File: config.mk
export PLATFORM = sky130hd
export DESIGN_NAME = cal_clock_top
export DESIGN_NICKNAME = d
export VERILOG_FILES = /design/src/rtl/cal_pkg.sv /design/src/rtl/cal_commit_fsm.sv /design/src/rtl/cal_time_ctr.sv /design/src/rtl/cal_date_ctr.sv /design/src/rtl/cal_clock_top.sv
export SDC_FILE = /design/constraint.sdc
export NUM_CORES = 1
export LEC_CHECK = 0
export BUFFER_PORTS_ARGS = -buffer_cell sky130_fd_sc_hd__buf_2
export CAP_MARGIN = 20
export CORE_MARGIN = 1.5
export CORE_UTILIZATION = 55
export CTS_CLUSTER_DIAMETER = 80
export DETAILED_ROUTE_END_ITERATION = 16
export PLACE_DENSITY = 0.92
export RECOVER_POWER = 25
export SLEW_MARGIN = 30
export SYNTH_ARGS = -nofsm -noshare
export SYNTH_HDL_FRONTEND = slang
export SYNTH_SLANG_ARGS = --single-unit
File: constraint.sdc
create_clock -name clk -period 8.26 [get_ports clk]
set_clock_uncertainty 0.05 [all_clocks]
set_input_delay 0.413 -clock clk [delete_from_list [all_inputs] [get_ports clk]]
set_output_delay 0.413 -clock clk [all_outputs]
set_load 0.005 [all_outputs]
File: src/rtl/cal_pkg.sv
package cal_pkg;

    localparam int SEC_W   = 6;
    localparam int MIN_W   = 6;
    localparam int HOUR_W  = 5;
    localparam int DAY_W   = 5;
    localparam int MON_W   = 4;
    localparam int YEAR_W  = 6;
    localparam int WORD_W  = 32;

    localparam int BUSY_DATE_BIT  = 7;
    localparam int BUSY_TIME_BIT  = 8;
    localparam int BUSY_ALARM_BIT = 9;

    localparam logic [YEAR_W-1:0] YEAR_LAST = {YEAR_W{1'b1}};

    typedef enum logic [1:0] {
        ST_IDLE      = 2'd0,
        ST_WAIT_TIME = 2'd1,
        ST_WAIT_DATE = 2'd2
    } cmt_state_e;

    typedef struct packed {
        logic [HOUR_W-1:0] hour;
        logic [MIN_W-1:0]  min;
        logic [SEC_W-1:0]  sec;
    } clock_t;

    typedef struct packed {
        logic              leap;
        logic [YEAR_W-1:0] year;
        logic [MON_W-1:0]  month;
        logic [DAY_W-1:0]  day;
    } cal_t;

    function automatic logic [DAY_W-1:0] month_days(input logic [MON_W-1:0] m,
                                                    input logic lp);
        logic [DAY_W-1:0] r;
        unique case (m)
            4'd2:                    r = lp ? 5'd29 : 5'd28;
            4'd4, 4'd6, 4'd9, 4'd11: r = 5'd30;
            default:                 r = 5'd31;
        endcase
        return r;
    endfunction

    // offset y is a leap year when (y + 1970) % 4 == 0, i.e. y % 4 == 2
    function automatic logic leap_of(input logic [YEAR_W-1:0] y);
        return (y[1:0] == 2'd2);
    endfunction

    function automatic clock_t unpack_time(input logic [WORD_W-1:0] w);
        clock_t c;
        c.sec  = w[5:0];
        c.min  = w[13:8];
        c.hour = w[20:16];
        return c;
    endfunction

    function automatic logic [WORD_W-1:0] pack_time(input clock_t c);
        logic [WORD_W-1:0] w;
        w        = '0;
        w[5:0]   = c.sec;
        w[13:8]  = c.min;
        w[20:16] = c.hour;
        return w;
    endfunction

    function automatic cal_t unpack_date(input logic [WORD_W-1:0] w);
        cal_t d;
        d.day   = w[4:0];
        d.month = w[11:8];
        d.year  = w[21:16];
        d.leap  = w[22];
        return d;
    endfunction

    function automatic logic [WORD_W-1:0] pack_date(input cal_t d);
        logic [WORD_W-1:0] w;
        w        = '0;
        w[4:0]   = d.day;
        w[11:8]  = d.month;
        w[21:16] = d.year;
        w[22]    = d.leap;
        return w;
    endfunction

endpackage

File: src/rtl/cal_commit_fsm.sv
module cal_commit_fsm
    import cal_pkg::*;
#(
    parameter int COMMIT_CYCLES = 16
) (
    input  logic clk,
    input  logic rst_n,
    input  logic wr_en,
    input  logic wr_sel,
    output logic accept,
    output logic busy_time,
    output logic busy_date,
    output logic commit_time,
    output logic commit_date
);

    localparam int CW = (COMMIT_CYCLES > 1) ? $clog2(COMMIT_CYCLES) : 1;
    localparam logic [CW-1:0] CNT_LOAD = CW'(COMMIT_CYCLES - 1);

    cmt_state_e    state_q, state_d;
    logic [CW-1:0] cnt_q, cnt_d;
    logic          expire;

    assign expire = (cnt_q == '0);

    // state register
    always_ff @(posedge clk or negedge rst_n) begin
        if (!rst_n) begin
            state_q <= ST_IDLE;
            cnt_q   <= '0;
        end else begin
            state_q <= state_d;
            cnt_q   <= cnt_d;
        end
    end

    // next state
    always_comb begin
        state_d = state_q;
        cnt_d   = cnt_q;
        unique case (state_q)
            ST_IDLE: begin
                if (wr_en) begin
                    state_d = wr_sel ? ST_WAIT_DATE : ST_WAIT_TIME;
                    cnt_d   = CNT_LOAD;
                end
            end
            ST_WAIT_TIME, ST_WAIT_DATE: begin
                if (expire) state_d = ST_IDLE;
                else        cnt_d   = cnt_q - 1'b1;
            end
            default: state_d = ST_IDLE;
        endcase
    end

    // outputs
    always_comb begin
        accept      = 1'b0;
        busy_time   = 1'b0;
        busy_date   = 1'b0;
        commit_time = 1'b0;
        commit_date = 1'b0;
        unique case (state_q)
            ST_IDLE:      accept = wr_en;
            ST_WAIT_TIME: begin
                busy_time   = 1'b1;
                commit_time = expire;
            end
            ST_WAIT_DATE: begin
                busy_date   = 1'b1;
                commit_date = expire;
            end
            default: ;
        endcase
    end

endmodule

File: src/rtl/cal_time_ctr.sv
module cal_time_ctr
    import cal_pkg::*;
(
    input  logic   clk,
    input  logic   rst_n,
    input  logic   adv,
    input  logic   load,
    input  clock_t load_val,
    output clock_t now,
    output logic   day_carry
);

    clock_t q;
    logic   sec_wrap, min_wrap, hour_wrap;

    assign sec_wrap  = (q.sec  >= SEC_W'(59));
    assign min_wrap  = (q.min  >= MIN_W'(59));
    assign hour_wrap = (q.hour >= HOUR_W'(23));
    assign day_carry = adv && sec_wrap && min_wrap && hour_wrap;
    assign now       = q;

    always_ff @(posedge clk or negedge rst_n) begin
        if (!rst_n) begin
            q <= '0;
        end else if (load) begin
            q <= load_val;
        end else if (adv) begin
            if (!sec_wrap) begin
                q.sec <= q.sec + 1'b1;
            end else begin
                q.sec <= '0;
                if (!min_wrap) begin
                    q.min <= q.min + 1'b1;
                end else begin
                    q.min  <= '0;
                    q.hour <= hour_wrap ? '0 : q.hour + 1'b1;
                end
            end
        end
    end

endmodule

File: src/rtl/cal_date_ctr.sv
module cal_date_ctr
    import cal_pkg::*;
(
    input  logic clk,
    input  logic rst_n,
    input  logic adv,
    input  logic load,
    input  cal_t load_val,
    output cal_t now
);

    cal_t              q;
    logic              month_end, year_end;
    logic [YEAR_W-1:0] year_nx;

    assign month_end = (q.day >= month_days(q.month, q.leap));
    assign year_end  = (q.month >= MON_W'(12));
    assign year_nx   = (q.year == YEAR_LAST) ? '0 : q.year + 1'b1;
    assign now       = q;

    always_ff @(posedge clk or negedge rst_n) begin
        if (!rst_n) begin
            q.day   <= DAY_W'(1);
            q.month <= MON_W'(1);
            q.year  <= '0;
            q.leap  <= 1'b0;
        end else if (load) begin
            q <= load_val;
        end else if (adv) begin
            if (!month_end) begin
                q.day <= q.day + 1'b1;
            end else begin
                q.day <= DAY_W'(1);
                if (!year_end) begin
                    q.month <= q.month + 1'b1;
                end else begin
                    q.month <= MON_W'(1);
                    q.year  <= year_nx;
                    q.leap  <= leap_of(year_nx);
                end
            end
        end
    end

endmodule

File: src/rtl/cal_clock_top.sv
module cal_clock_top
    import cal_pkg::*;
#(
    parameter int COMMIT_CYCLES = 16
) (
    input  logic        clk,
    input  logic        rst_n,
    input  logic        tick,
    input  logic        wr_en,
    input  logic        wr_sel,
    input  logic [31:0] wr_data,
    output logic [31:0] time_word,
    output logic [31:0] date_word,
    output logic [31:0] status_word
);

    logic        accept, busy_time, busy_date, commit_time, commit_date;
    logic        adv, day_carry;
    logic [31:0] pend_q;
    clock_t      clk_now;
    cal_t        cal_now;

    cal_commit_fsm #(.COMMIT_CYCLES(COMMIT_CYCLES)) u_fsm (
        .clk         (clk),
        .rst_n       (rst_n),
        .wr_en       (wr_en),
        .wr_sel      (wr_sel),
        .accept      (accept),
        .busy_time   (busy_time),
        .busy_date   (busy_date),
        .commit_time (commit_time),
        .commit_date (commit_date)
    );

    always_ff @(posedge clk or negedge rst_n) begin
        if (!rst_n)      pend_q <= '0;
        else if (accept) pend_q <= wr_data;
    end

    // a tick landing on a commit edge is discarded
    assign adv = tick && !(commit_time || commit_date);

    cal_time_ctr u_time (
        .clk       (clk),
        .rst_n     (rst_n),
        .adv       (adv),
        .load      (commit_time),
        .load_val  (unpack_time(pend_q)),
        .now       (clk_now),
        .day_carry (day_carry)
    );

    cal_date_ctr u_date (
        .clk      (clk),
        .rst_n    (rst_n),
        .adv      (day_carry),
        .load     (commit_date),
        .load_val (unpack_date(pend_q)),
        .now      (cal_now)
    );

    always_comb begin
        time_word                   = pack_time(clk_now);
        date_word                   = pack_date(cal_now);
        status_word                 = '0;
        status_word[BUSY_TIME_BIT]  = busy_time;
        status_word[BUSY_DATE_BIT]  = busy_date;
        status_word[BUSY_ALARM_BIT] = 1'b0;
    end

endmodule

== Yosys cells after proc, flatten, opt, wreduce, memory -nomap -nowiden ==
Index checks and enable logic that the tools add are counted.

* Bits in latches: 0
* Memories: 0
* Register bits after elaboration: 62
* Memory bits (read-only): 0
* RAM bits: 0

* Bitwise gates (word level): 0
* Add/sub/neg operators: 7
* Order comparisons: 5
* Div/mod/pow operators: 0
* Multipliers: 0
* Multiplexer cells: 28
* Equality and inequality tests: 12
* Reduce and logical (&&, ||, !) cells: 23
* Shifts and indexed selects: 0

{| class="wikitable"
|+ Operator list
! kind !! count
|-
| $mux W17 || 2
|-
| $mux W16 || 2
|-
| $mux W11 || 2
|-
| $add A6 B1 Y6 const B || 3
|-
| $mux W6 || 3
|-
| $mux W5 || 3
|-
| $reduce_bool A2 Y1 || 7
|-
| $ge A6 B6 Y1 const B || 2
|-
| $mux W4 || 3
|-
| $add A5 B1 Y5 const B || 2
|-
| $pmux W5 S2 || 1
|-
| $reduce_and A3 Y1 || 3
|-
| $eq A4 B3 Y1 const B || 2
|-
| $eq A4 B4 Y1 const B || 2
|-
| $pmux W4 S2 || 1
|-
| $mux W7 || 1
|-
| $eq A6 B6 Y1 const B || 1
|-
| $mux W1 || 6
|-
| $mux W2 || 3
|-
| $reduce_and A2 Y1 || 3
|-
| $ge A5 B5 Y1 || 1
|-
| $ge A5 B5 Y1 const B || 1
|-
| $add A4 B1 Y4 const B || 1
|-
| $eq A2 B2 Y1 const B || 2
|-
| other kinds (14) || 18
|}

== Longest topological paths before layout ==
* Depth after elaboration: 10
* Depth in mapped cells: 12
* Depth with buffers taken out: 11

== Cells and area by module ==
Synthesis repeated with hierarchy kept, for this count alone.

* Cell total of the unflattened synthesis: 393
* Area, all modules: 3839.9 um2

{| class="wikitable"
|+ By module, submodules not included
! module !! area each (um2) !! seq. area each (um2) !! cells an instance !! times used
|-
| cal_clock_top || 1242.4 || 475.5 || 105 || 1
|-
| cal_date_ctr || 1089.8 || 402.9 || 122 || 1
|-
| cal_time_ctr || 1084.8 || 425.4 || 123 || 1
|-
| cal_commit_fsm || 422.9 || 150.1 || 43 || 1
|}

== Least setup slack after synthesis ==
OpenSTA, ideal clock, no wires.

* Path type: register to register
* From: register u_date.q, in the netlist u_date.now[5]
* To: register u_date.q, in the netlist u_date.now[6]
* Arrival time: 2496 ps
* Setup time: 83 ps
* Buffers on the path: 0
* Stages on the path, launching flop included: 12
* Slack: 5631 ps
* Path through: dfstp_2 > inv_1 > ha_1 > o21ai_0 > o21ai_0 > o21ai_0 > ha_1 > nor3b_1 > or3_1 > nor3_2 > mux2_2 > o21ai_0

* Longest elaborated chain between the ends: 6
* Elaborated cells on any way between the ends: 16
* Classes of those cells: add/sub: 1; order compare: 2; eq/ne: 5; mux: 5; reduce/logical: 3

{| class="wikitable"
|+ Ends and longest elaborated chain
! item !! line !! RTL
|-
| start: declaration || cal_date_ctr.sv:12 || <nowiki>cal_t q;</nowiki>
|-
| start signal: assignment || cal_date_ctr.sv:28 || <nowiki>q <= load_val;</nowiki>
|-
| $eq A4 B3 Y1 or $eq A4 B4 Y1 (tied branches) || cal_pkg.sv:39 || <nowiki>unique case (m)</nowiki>
|-
| $reduce_or A4 Y1 || cal_pkg.sv:39 ||
|-
| $pmux W5 S2 || cal_pkg.sv:39 ||
|-
| $ge A5 B5 Y1 || cal_date_ctr.sv:16 || <nowiki>assign month_end = (q.day >= month_days(q.month, q.leap));</nowiki>
|-
| $reduce_bool A2 Y1 (no source line) || - ||
|-
| $reduce_and A2 Y1 (no source line) || - ||
|}

Parallel ways exist; a longest one is shown, timed or not. The select of a mux whose other input is x is not followed.
A chain may end at the register's enable or synchronous reset.

==> results.ini <==
[status]
status = finished, violations left
violations = capacitance limit, slew limit

[yosys]
ys_types = 62
avgSynthCellArea_sq_um = 9.21
yosysWarningCount = 0
ys.flop_type = dfrtp_1
yosys-top-cells-area = dfrtp_1, buf_4, mux2_2
async_reset_ff_share_pct = 100
synth_top_area_share_pct = 36.6
synthCells = 416
synth_seq_cells = 58
ys_seq_area_share_pct = 37.9
synth_largest_area_cell = dfrtp_1
synth_edf_count = 0
syn_area_sq_um = 3830

[setup_path]
crit_buf_inv = 2
worstSetupStartpointType = input port
slowest_delay_ns = 2.18
crit_slowest_cell = clkbuf_1
r2r_setup_slack_ns = 5.34
r2r-end = u_date.now[10]$_DFFE_PN0P_
crit_family = buffers and inverters
cp-end-kind = asynchronous set/reset pin
critPathLaunch = rst_n
rr_worst_depth = 11
cp_max_fo = 58
path_cells = buf_2, clkbuf_1
cp.required_ns = 7.98
crit_cells = 2
worstPathArrival_ns = 2.69
r2r-start = u_date.now[5]$_DFFE_PN1P_
cp-endpoint = u_fsm.cnt_q[0]$_DFFE_PN0P_
critPathKind = in2async

[worst_hold_path]
min_path_type = in2reg
min-delay-start = wr_sel

[route]
drc = 0
initialDrtViolationCount = 183
drt-met1-wl_mm = 3.17
vias = 3077
antenna_left = 0
vias_per_cell = 5.55
dr.pass1.iters = 4
wl_met3_um = 500
wirelength_mm = 7.95
wl_met2_mm = 4.12
maxUsedRoutingLayer = met4
wl_per_cell_um = 14.3

[placement]
gp_congestion = 0.840
portBuffers = 58
hpwl_mm = 5.87
post-place-cells = 538

[pwr]
powerDensity_nw_per_um2 = 271
max-vdd-ir-drop_mv = 0.202
leakagePower_nw = 1.93
p_total_mw = 1.12

[timing]
worstMarginPinSlew_ns = 3.09
rsz0062_at_grt = no
hold_violations = 0
max_slew_margin_pct = -106
tns_ns = 0
post-route-min-period_ns = 2.97
slew_violations = 59
period_share_pct = 35.9
fmax_mhz = 337
setup_viol = 0

[finish]
antenna_cells = 0
drive_above_1_share_pct = 23.2
fin_nets = 523
stdcell_count = 554
area_delta_synth_final_pct = 7.80

[clocking]
htreeDepth = 3
hold_buffers = 0
cts.sinks = 58
tritoncts = yes
cts_root_buffer = clkbuf_8
clockBufferDepth = 2
postCtsSetupBuffers = 0
cts_repair_resize_count = 0
numCtsBuffers = 9
clk_pin_slew_ns = 0.06
clk_latency_ns = 0.35

[die]
die_width_um = 86.5
ios = 133
die_h_um = 86.5
initial_core_util_pct = 56.7
rows = 30
die_area_sq_um = 7480
core_area_sq_um = 6760

[global_routing]
grt_pass1_vias = 2963
grt_max_degree = 59
antenna_found_initial = 0
grt_pass1_wl_mm = 13.2
grt_overflow = 0
grtUsageTotal_pct = 22.4

[flow_run]
drv_cap = 1

-- logic make-up (layout without fill, tap and decap cells) --
family          after synthesis  count (layout)  share of synthesized area, %
compound gates               98              98                          16.2
xor+xnor                      3               3                         0.686
fa+ha+maj                    17              17                          5.55
buf+inv                      95              93                          16.1
flops                        58              58                          37.9
mux                          25              25                          7.31
other cells                   1              61                        0.0978
simple gates                119             119                          16.2
-- cell usage in the layout, fill, tap and decap left out, types with 3 or more instances in the layout --
master,netlist,routed
o21ai_0,29,29
clkinv_2,0,4
inv_1,16,16
a21oi_1,24,24
dfrtp_1,56,56
clkbuf_8,0,10
a31oi_1,12,12
mux2_2,20,20
nor2_1,32,32
conb_1,1,61
o211ai_1,4,4
buf_2,6,58
o31ai_1,3,3
o21a_1,4,4
nand3_1,13,13
nor3_1,6,6
nand2_1,32,31
or3_1,4,4
and2_1,7,7
ha_1,17,17
mux2i_1,4,4
o311ai_0,3,3
-- cells in the mapped netlist, drive strengths merged (2+ instances only) --
library cell	instances
inv	16
o211ai	4
a31oi	12
buf	73
o21a	4
nor3b	2
nor4b	3
nand3	13
a21oi	24
nand2b	3
nand4	2
nand2	32
or3	4
nor3	7
o21ai	30
and3	4
dfrtp	56
nand4bb	2
mux2	21
o2111ai	2
o311ai	4
and2	7
o31ai	3
nor2	32
nor4	3
a221oi	2
clkbuf	6
o31a	2
ha	17
dfstp	2
xnor2	2
o2111a	2
mux2i	4
-- per-layer routing --
layer / vias up / global-route usage, %
li1: 1457 / -
met4: 0 / 8.21
met3: 17 / 7.33
met5: - / 0
met1: 1491 / 25.6
met2: 112 / 39.3
-- sequential cells by signal (all words and copies together) (netlist names) --
name and count:
pend_q 19, u_time.now 17, u_date.now 16, u_fsm.cnt_q 4, u_fsm.state_q 2
-- final cells by class --
cell class	count	area, sq um
fillers	585	2630
repair buffers	61	309
multi-input cells	323	1990
clock inverters	6	80.1
clock buffers	10	138
flip-flops and latches	58	1450
inverters	16	60.1
well taps	80	100
-- where the power goes --
group / switching (mW) / internal [mW] / leakage [nW]
Combinational: 0.170 / 0.166 / 1.18
Sequential: 0.111 / 0.381 / 0.631
Clock: 0.116 / 0.176 / 0.116
-- metrics by stage --
stage / util (%) / worst slack (ns) / cell area [sq um] / hold slack [ns]
after floorplan: - / 5.63 / 4060 / 0.0674
after global placement: 57.9 / 5.45 / 3920 / 0.407
after detailed placement: 57.9 / 5.36 / 3920 / 0.423
after CTS: 61.2 / 5.32 / 4130 / 0.185
after global routing: 61.1 / 4.66 / 4130 / 0.232
final: 61.1 / 5.29 / 4130 / 0.223
-- worst min-delay path by stage --
stage	end	slack (ns)	cells past startpoint
floorplan	pend_q[0]$_DFFE_PN0P_	0.07	0
global placement	u_date.now[15]$_DFFE_PN0P_	0.41	2
detailed placement	u_date.now[14]$_DFFE_PN0P_	0.42	2
CTS	u_time.now[0]$_DFFE_PN0P_	0.19	2
global route	u_fsm.state_q[0]$_DFFE_PN0P_	0.23	2
finish	u_fsm.state_q[0]$_DFFE_PN0P_	0.22	2
No activity file was read; power rests on OpenSTA's default activity.
